[src/rtl/cfg_ser_pkg.sv]
package cfg_ser_pkg;

  typedef enum logic [2:0] {
    ST_IDLE    = 3'd0,
    ST_PROG    = 3'd1,
    ST_PDLY    = 3'd2,
    ST_INITCLR = 3'd3,
    ST_FETCH   = 3'd4,
    ST_SHIFT   = 3'd5,
    ST_CLKOUT  = 3'd6
  } cfg_st_e;

  // next byte image after one bit has left from the top
  function automatic logic [7:0] cfg_shl(input logic [7:0] b);
    return {b[6:0], 1'b0};
  endfunction

  // target reports a checksum problem: init active while not yet done
  function automatic logic cfg_crc_flag(input logic init_act, input logic done_hi);
    return init_act & ~done_hi;
  endfunction

  // true when another byte may still be taken
  function automatic logic cfg_more(input logic [31:0] sent, input logic [31:0] total);
    return sent < total;
  endfunction

endpackage

[src/rtl/cfg_timer.sv]
module cfg_timer #(
  parameter int LIMIT = 16,
  localparam int TW = $clog2(LIMIT + 1)
) (
  input  logic clk_i,
  input  logic rst_ni,
  input  logic clr_i,
  input  logic en_i,
  output logic expired_o
);

  logic [TW-1:0] cnt_q;

  assign expired_o = (cnt_q == TW'(LIMIT));

  always_ff @(posedge clk_i or negedge rst_ni) begin
    if (!rst_ni) begin
      cnt_q <= '0;
    end else if (clr_i) begin
      cnt_q <= '0;
    end else if (en_i && !expired_o) begin
      cnt_q <= cnt_q + 1'b1;
    end
  end

endmodule

[src/rtl/cfg_bit_shifter.sv]
module cfg_bit_shifter import cfg_ser_pkg::*; #(
  parameter int HALF_CYC = 4,
  localparam int HW = (HALF_CYC > 1) ? $clog2(HALF_CYC) : 1
) (
  input  logic       clk_i,
  input  logic       rst_ni,
  input  logic       go_i,
  input  logic       single_i,
  input  logic [7:0] byte_i,
  output logic       active_o,
  output logic       last_o,
  output logic       sclk_o,
  output logic       sdat_o
);

  logic          act_q;
  logic          ph_q;     // 0: clock low phase, 1: clock high phase
  logic [HW-1:0] hcnt_q;
  logic [2:0]    bit_q;
  logic [7:0]    sh_q;
  logic          sclk_q;
  logic          sdat_q;
  logic          half_end;

  assign half_end = (hcnt_q == HW'(HALF_CYC - 1));
  assign active_o = act_q;
  assign last_o   = act_q && ph_q && half_end && (bit_q == 3'd7);
  assign sclk_o   = sclk_q;
  assign sdat_o   = sdat_q;

  always_ff @(posedge clk_i or negedge rst_ni) begin
    if (!rst_ni) begin
      act_q  <= 1'b0;
      ph_q   <= 1'b0;
      hcnt_q <= '0;
      bit_q  <= '0;
      sh_q   <= '0;
      sclk_q <= 1'b0;
      sdat_q <= 1'b0;
    end else if (go_i && !act_q) begin
      act_q  <= 1'b1;
      ph_q   <= 1'b0;
      hcnt_q <= '0;
      bit_q  <= single_i ? 3'd7 : 3'd0;
      sh_q   <= byte_i;
      sclk_q <= 1'b0;
      sdat_q <= byte_i[7];
    end else if (act_q) begin
      if (!half_end) begin
        hcnt_q <= hcnt_q + 1'b1;
      end else begin
        hcnt_q <= '0;
        if (!ph_q) begin
          sclk_q <= 1'b1;
          ph_q   <= 1'b1;
        end else if (bit_q == 3'd7) begin
          act_q <= 1'b0;
        end else begin
          bit_q  <= bit_q + 1'b1;
          sh_q   <= cfg_shl(sh_q);
          sdat_q <= sh_q[6];
          sclk_q <= 1'b0;
          ph_q   <= 1'b0;
        end
      end
    end
  end

endmodule

[src/rtl/serial_cfg_loader.sv]
module serial_cfg_loader import cfg_ser_pkg::*; #(
  parameter int CNT_W    = 16,
  parameter int HALF_CYC = 4,
  parameter int PROG_DLY = 16,
  parameter int TMO_CYC  = 1250000
) (
  input  logic             clk_i,
  input  logic             rst_ni,
  input  logic             start_i,
  input  logic [CNT_W-1:0] total_i,
  input  logic [7:0]       s_data_i,
  input  logic             s_valid_i,
  output logic             s_ready_o,
  output logic             cfg_prog_o,
  output logic             cfg_clk_o,
  output logic             cfg_dat_o,
  input  logic             cfg_init_i,
  input  logic             cfg_done_i,
  output logic             busy_o,
  output logic             done_o,
  output logic             crc_err_o,
  output logic             timeout_o
);

  cfg_st_e          st_q, st_d;
  logic [CNT_W-1:0] tot_q, sent_q;
  logic             done_q, crc_q, tmo_q;

  logic       sh_active, sh_last, sh_go, sh_single;
  logic [7:0] sh_byte;
  logic       wait_exp, dly_exp, st_change, wait_en, dly_en;
  logic       start_acc, crc_hit, more_left, byte_take, pulse_go;
  logic       set_done, set_crc, set_tmo;

  assign busy_o    = (st_q != ST_IDLE) || sh_active;
  assign start_acc = start_i && !busy_o;
  assign crc_hit   = cfg_crc_flag(cfg_init_i, cfg_done_i);
  assign more_left = cfg_more(32'(sent_q), 32'(tot_q));
  assign s_ready_o = (st_q == ST_FETCH) && more_left && !crc_hit;
  assign byte_take = s_ready_o && s_valid_i;
  assign pulse_go  = (st_q == ST_CLKOUT) && !cfg_done_i && !wait_exp && !sh_active;

  assign sh_go     = byte_take || pulse_go;
  assign sh_single = pulse_go;
  assign sh_byte   = pulse_go ? 8'hFF : s_data_i;

  assign cfg_prog_o = (st_q == ST_PROG) || (st_q == ST_PDLY);
  assign st_change  = (st_q != st_d);
  assign wait_en    = (st_q == ST_PROG) || (st_q == ST_INITCLR) || (st_q == ST_CLKOUT);
  assign dly_en     = (st_q == ST_PDLY);

  assign done_o    = done_q;
  assign crc_err_o = crc_q;
  assign timeout_o = tmo_q;

  cfg_timer #(.LIMIT(TMO_CYC)) u_wait_tmr (
    .clk_i    (clk_i),
    .rst_ni   (rst_ni),
    .clr_i    (st_change),
    .en_i     (wait_en),
    .expired_o(wait_exp)
  );

  cfg_timer #(.LIMIT(PROG_DLY)) u_dly_tmr (
    .clk_i    (clk_i),
    .rst_ni   (rst_ni),
    .clr_i    (st_change),
    .en_i     (dly_en),
    .expired_o(dly_exp)
  );

  cfg_bit_shifter #(.HALF_CYC(HALF_CYC)) u_shift (
    .clk_i   (clk_i),
    .rst_ni  (rst_ni),
    .go_i    (sh_go),
    .single_i(sh_single),
    .byte_i  (sh_byte),
    .active_o(sh_active),
    .last_o  (sh_last),
    .sclk_o  (cfg_clk_o),
    .sdat_o  (cfg_dat_o)
  );

  always_comb begin
    st_d     = st_q;
    set_done = 1'b0;
    set_crc  = 1'b0;
    set_tmo  = 1'b0;
    unique case (st_q)
      ST_IDLE: begin
        if (start_acc) st_d = ST_PROG;
      end
      ST_PROG: begin
        if (cfg_init_i) begin
          st_d = ST_PDLY;
        end else if (wait_exp) begin
          st_d    = ST_IDLE;
          set_tmo = 1'b1;
        end
      end
      ST_PDLY: begin
        if (dly_exp) st_d = ST_INITCLR;
      end
      ST_INITCLR: begin
        if (!cfg_init_i) begin
          st_d = ST_FETCH;
        end else if (wait_exp) begin
          st_d    = ST_IDLE;
          set_tmo = 1'b1;
        end
      end
      ST_FETCH: begin
        if (!more_left) begin
          st_d = ST_CLKOUT;
        end else if (crc_hit) begin
          st_d    = ST_IDLE;
          set_crc = 1'b1;
        end else if (s_valid_i) begin
          st_d = ST_SHIFT;
        end
      end
      ST_SHIFT: begin
        if (sh_last) st_d = ST_FETCH;
      end
      ST_CLKOUT: begin
        if (cfg_done_i) begin
          st_d     = ST_IDLE;
          set_done = 1'b1;
        end else if (wait_exp) begin
          st_d    = ST_IDLE;
          set_tmo = 1'b1;
        end
      end
      default: st_d = ST_IDLE;
    endcase
  end

  always_ff @(posedge clk_i or negedge rst_ni) begin
    if (!rst_ni) begin
      st_q   <= ST_IDLE;
      tot_q  <= '0;
      sent_q <= '0;
      done_q <= 1'b0;
      crc_q  <= 1'b0;
      tmo_q  <= 1'b0;
    end else begin
      st_q <= st_d;
      if (start_acc) begin
        tot_q  <= total_i;
        sent_q <= '0;
        done_q <= 1'b0;
        crc_q  <= 1'b0;
        tmo_q  <= 1'b0;
      end else begin
        if (byte_take) sent_q <= sent_q + 1'b1;
        if (set_done)  done_q <= 1'b1;
        if (set_crc)   crc_q  <= 1'b1;
        if (set_tmo)   tmo_q  <= 1'b1;
      end
    end
  end

endmodule

[config.mk]
export PLATFORM = sky130hd
export DESIGN_NAME = serial_cfg_loader
export DESIGN_NICKNAME = d
export VERILOG_FILES = /design/src/rtl/cfg_ser_pkg.sv /design/src/rtl/cfg_timer.sv /design/src/rtl/cfg_bit_shifter.sv /design/src/rtl/serial_cfg_loader.sv
export SDC_FILE = /design/constraint.sdc
export NUM_CORES = 1
export LEC_CHECK = 0
export BUFFER_PORTS_ARGS = -buffer_cell sky130_fd_sc_hd__clkbuf_2
export CORE_UTILIZATION = 50
export CTS_CLUSTER_DIAMETER = 50
export DETAILED_ROUTE_END_ITERATION = 10
export MAX_ROUTING_LAYER = met4
export PLACE_DENSITY_LB_ADDON = 0.12
export SLEW_MARGIN = 0
export SYNTH_ARGS = -nofsm -noshare
export SYNTH_HDL_FRONTEND = slang
export SYNTH_SLANG_ARGS = --single-unit
[constraint.sdc]
create_clock -name clk_i -period 3 [get_ports clk_i]
set_clock_uncertainty 0.2 [all_clocks]
set_input_delay 0 -clock clk_i [delete_from_list [all_inputs] [get_ports clk_i]]
set_output_delay 0 -clock clk_i [all_outputs]
set_load 0.02 [all_outputs]
After elaboration in Yosys (flattened, before gate mapping)
Cells that the tools add are included.
- register bits: 80
- latch bits: 0
- bits in writable memories: 0
- bits in read-only memories: 0
- input bits: 30
- output and inout bits: 8
- word-level logic and storage cells: 142
- memories kept: 0
- add/sub/neg operators: 5
- $mul: 0
- divide/modulo/power cells: 0
- order comparisons: 1
- eq/ne operators: 13
- shift operators: 0
- mux-type cells: 68
- bitwise gates (word level): 2
- reduce and logical (&&, ||, !) cells: 38
- operators by type and width (operator ; count):
    3-bit two-way mux ; 16
    21-bit two-way mux ; 2
    1-bit two-way mux ; 35
    7-bit two-way mux ; 5
    16-bit two-way mux ; 2
    21-bit by 1-bit adder with 21-bit output, second input constant ; 1
    21-bit == test, second input constant ; 1
    3-bit case mux with 7 select lines ; 1
    2-bit nonzero test ; 9
    16-bit by 1-bit adder with 16-bit output, second input constant ; 1
    16-bit less-than comparator ; 1
    1-bit logical AND ; 13
    3-bit == test, second input constant ; 4
    5-bit two-way mux ; 2
    8-bit two-way mux ; 1
    3-bit by 2-bit == test with 1-bit output, second input constant ; 2
    1-bit zero test ; 6
    2-bit two-way mux ; 3
    5-bit by 1-bit adder with 5-bit output, second input constant ; 1
    5-bit == test, second input constant ; 1
    1-bit logical OR ; 5
    4-bit AND reduction ; 1
    3-bit by 1-bit adder with 3-bit output, second input constant ; 1
    3-bit by 1-bit == test with 1-bit output, second input constant ; 1
    12 further kinds ; 12

Logic depth before layout (Yosys ltp)
- word-level depth: 9
- gate-level depth with buffers: 9
- depth with buffers taken out: 8

By module
A second synthesis with hierarchy kept.
- cells, all modules: 476
- area total of the unflattened synthesis: 4563.1 um2
- modules (own cells, without submodules) (module ; instances ; cells an instance ; area an instance (um2) ; seq. area each (um2)):
    serial_cfg_loader ; 1 ; 270 ; 2346.0 ; 950.9
    cfg_timer at u_wait_tmr ; 1 ; 119 ; 1119.8 ; 525.5
    cfg_bit_shifter ; 1 ; 60 ; 817.0 ; 400.4
    cfg_timer at u_dly_tmr ; 1 ; 27 ; 280.3 ; 125.1

Least setup slack after synthesis
Ideal clock, no wire load.
- kind: register to register
- start point: register sent_q[1]
- end point: register sent_q[15]
- setup time: 77 ps
- arrival: 2124 ps
- slack: 598 ps
- cell stages (with the launch flop): 7
- buffers on the path: 0
- cells stage by stage: dfrtp_1 -> ha_1 -> a2111o_1 -> a31oi_4 -> nand4_2 -> or4b_1 -> a21oi_1
- cells in the longest elaborated chain, start to end: 5
- elaborated cells between the ends (all ways): 8
- RTL lines (what ; RTL line ; text):
    start, declared ; serial_cfg_loader.sv:26 ; logic [CNT_W-1:0] tot_q, sent_q;
    start signal, assigned ; serial_cfg_loader.sv:155 ; if (byte_take) sent_q <= sent_q + 1'b1;
    16-bit less-than comparator ; cfg_ser_pkg.sv:25 ; return sent < total;
    1-bit logical AND (2 in a row) ; serial_cfg_loader.sv:39 ; assign s_ready_o = (st_q == ST_FETCH) && more_left && !crc_hit;
    1-bit logical AND ; serial_cfg_loader.sv:40 ; assign byte_take = s_ready_o && s_valid_i;
    2-bit nonzero test (no line) ; - ;
Parallel ways exist; a longest one is shown, timed or not. The select of a mux whose other input is x is not followed.
A chain may end at the register's enable or synchronous reset.

Final worst setup path
- start point: register sent_q[2]
- end point: register sent_q[5]
The elaborated chain is that of the path after synthesis.

==> flow_metrics.py <==
metrics = {
    "run_status": {
        "status": "finished clean",
    },
    "detailed_routing": {
        "route.detailed.drc": 0,
        "first_pass_iters": 4,
        "drt_iter0_markers": 149,
        "avgRoutedWirePerCell_um": 14.7,
        "wl_mm": 10.2,
        "avgViaCountPerCell": 5.66,
        "dr_total_vias": 3903,
        "drtAntennaViolNets": 0,
    },
    "timing": {
        "setup_viol": 0,
        "rsz0062_at_grt": "no",
        "period_share_pct": 89.2,
        "tns_ns": 0,
        "max_freq_mhz": 374,
        "worst_slew_pin_slew_ns": 1.02,
        "maxSlewViolCount": 0,
        "maxSlewHeadroom_pct": 32.2,
        "finalHoldViolCount": 0,
        "whs_ns": 0.124,
        "layout_min_cycle_time_ns": 2.68,
    },
    "global_route": {
        "grtUsageTotal_pct": 23.5,
        "overflow": 0,
        "grt_max_degree": 81,
        "grt_pass1_wl_mm": 17.9,
        "antenna_found_initial": 0,
        "grt_pass1_vias": 3778,
    },
    "synth": {
        "syn_area_mm2": 0.00469,
        "synthFlopType": "dfrtp_1",
        "async_flop_share_pct": 100,
        "avgSynthCellArea_um2": 9.18,
        "syn_inst": 511,
        "synth_seq_area_share_pct": 42.7,
        "ys_seq_elements": 80,
        "synth_cell_types": 65,
        "yosys_warnings": 0,
        "synth_nets": 564,
        "synth_edf_count": 0,
    },
    "clock_network": {
        "cts_buffers": 9,
        "cts_root_buffer": "clkbuf_8",
        "clock-sinks": 80,
        "ctsHtreeMaxLevel": 3,
        "clock_latency_ns": 0.36,
        "cts.reportedPaths.clkPinSlew_ns": 0.08,
        "clk_path_buf_depth": 2,
        "tritoncts": "done",
    },
    "floorplanning": {
        "initial_utilization_pct": 52.8,
        "rows": 34,
        "die-area_mm2": 0.00978,
        "core_area_mm2": 0.00889,
        "io_pins": 38,
        "fp.dieH_um": 98.9,
        "die_x_um": 98.9,
    },
    "critical_path": {
        "r2r_cells": 7,
        "end_kind": "flip-flop",
        "path_max_fanout": 14,
        "path_cells": "ha_1 -> o21ai_0 -> nand2b_1 -> a31oi_4 -> nand3_4 -> or4_1 -> a21oi_1",
        "cp.required_ns": 3.08,
        "critical-path-top-delay-family": "simple AND/OR/NAND/NOR gates",
        "rr_endpoint": "sent_q[5]",
        "r2r_setup_slack_ns": 0.32,
        "critPathLaunchType": "flip-flop",
        "critPathArrivalTime_ns": 2.75,
        "max_stage_delay_ns": 0.54,
        "crit_type": "flip-flop to flip-flop",
        "timing.rr.start": "sent_q[2]",
        "slowest_stage": "or4_1",
        "critPathBufInv": 0,
    },
    "pwr": {
        "ir_drop_mv": 0.491,
        "p_per_area_mw_per_mm2": 729,
        "power_leakage_nw": 2.48,
    },
    "finish": {
        "final_nets": 630,
        "area_growth_syn_to_layout_pct": 16.9,
        "final_common_cell": "dfrtp_1",
        "final_cell_mix": "80 x dfrtp_1, 59 x nand2_1, 39 x nor2_1, 38 x o21ai_0, 36 x clkbuf_2",
        "register_area_mm2": 0.00200,
        "nFillCells": 751,
        "drive_gt1_share_pct": 13.7,
        "n_antenna_cell": 0,
        "multi_input_area_mm2": 0.00245,
        "final_cell_area_mm2": 0.00548,
    },
    "placement": {
        "placed_cell_area_mm2": 0.00498,
        "gp_congestion": 0.809,
        "dp_hpwl_mm": 6.89,
        "io_buffer_count": 37,
    },
    "job": {
        "maxCapViolCount": 0,
    },
    "min_path": {
        "hold_path_class": "input pin to asynchronous set/reset pin",
    },
}
-- cells by family (layout without fill, tap and decap cells) --
family	after synthesis	count (layout)	share of synthesized area [%]
buffers and inverters	56	127	5.15
AOI/OAI and AO/OA	105	105	15.0
muxes	4	4	0.880
and+or+nand+nor	216	216	25.2
xor gates and xnor gates	27	27	5.04
DFF	80	80	42.7
adders and majority gates	23	23	6.13
-- per-layer routing --
layer,global-route usage [%],wire length [µm],vias to the layer above
met1,31.8,4880,1877
met5,-,0,-
met3,4.33,304,13
met4,6.43,157,0
li1,-,-,1953
met2,36.5,4820,60
-- metrics by stage --
step                std cells  utilization (%)  worst slack [ns]  total power, mW
floorplan                 511                -             0.598             2.75
global placement          644             56.0             0.404             3.09
detailed placement        644             56.0             0.373             3.15
CTS                       690             61.7             0.330             4.03
global route              690             61.7             0.136             4.34
finish                    690             61.7             0.324             4.00
-- flip-flops by register name (all words and copies together), names as in the netlist --
| name | cells |
|---|---|
| u_shift.ph_q | 1 |
| u_shift.sdat_o | 1 |
| st_q | 3 |
| u_dly_tmr.cnt_q | 5 |
| u_shift.bit_q | 3 |
| crc_err_o | 1 |
| tot_q | 16 |
| u_shift.sh_q | 7 |
| u_wait_tmr.cnt_q | 21 |
| u_shift.active_o | 1 |
| done_o | 1 |
| sent_q | 16 |
| timeout_o | 1 |
| u_shift.hcnt_q | 2 |
| u_shift.sclk_o | 1 |
-- timing repair --
action	4_1_cts	5_1_grt
gates resized for setup	0	0
setup buffers	0	0
endpoints found under the hold margin	115	0
endpoints found under the setup margin	0	0
hold buffers	30	0
-- cell usage after synthesis, types with 4 or more instances --
library cell | n | area share (%)
a211oi_1 | 8 | 1.3
a21oi_1 | 20 | 2.1
and3_1 | 4 | 0.53
buf_2 | 4 | 0.43
clkbuf_1 | 14 | 1.1
dfrtp_1 | 80 | 43
ha_1 | 23 | 6.1
inv_1 | 34 | 2.7
nand2_1 | 59 | 4.7
nand2b_1 | 9 | 1.2
nand3_1 | 18 | 1.9
nand4_1 | 17 | 2.3
nor2_1 | 39 | 3.1
nor2b_1 | 4 | 0.53
nor3_1 | 14 | 1.5
nor3b_1 | 15 | 2.4
nor4_1 | 4 | 0.53
o211ai_1 | 4 | 0.64
o21ai_0 | 38 | 4.1
o22ai_1 | 4 | 0.53
o31ai_1 | 5 | 0.80
o41ai_1 | 6 | 1.1
or3_1 | 4 | 0.53
xnor2_1 | 12 | 2.2
xor2_1 | 15 | 2.8
-- report_power, final --
part | total, mW | switching (mW) | internal (mW)
Combinational | 1.58 | 0.940 | 0.643
Sequential | 1.58 | 0.217 | 1.37
Clock | 0.833 | 0.405 | 0.427
Total | 4.00 | 1.56 | 2.44
-- worst max path at each step --
stage	start	end	slack [ns]	cells past startpoint
after floorplan	sent_q[1]	sent_q[15]	0.60	6
after global placement	sent_q[11]	u_shift.sh_q[0]	0.40	8
after detailed placement	sent_q[11]	sent_q[5]	0.37	7
after CTS	sent_q[11]	u_shift.sh_q[0]	0.33	8
after global routing	st_q[0]	tot_q[0]	0.14	6
final	sent_q[2]	sent_q[5]	0.32	7
-- layout make-up --
class | instances | area share, %
Clock buffer | 11 | 2.76
Clock inverter | 5 | 1.00
Inverter | 34 | 2.33
Multi-Input combinational cell | 375 | 44.7
Sequential cell | 80 | 36.5
Tap cell | 108 | 2.46
Timing Repair Buffer | 77 | 10.3
Power figures use the tool's default switching activity.
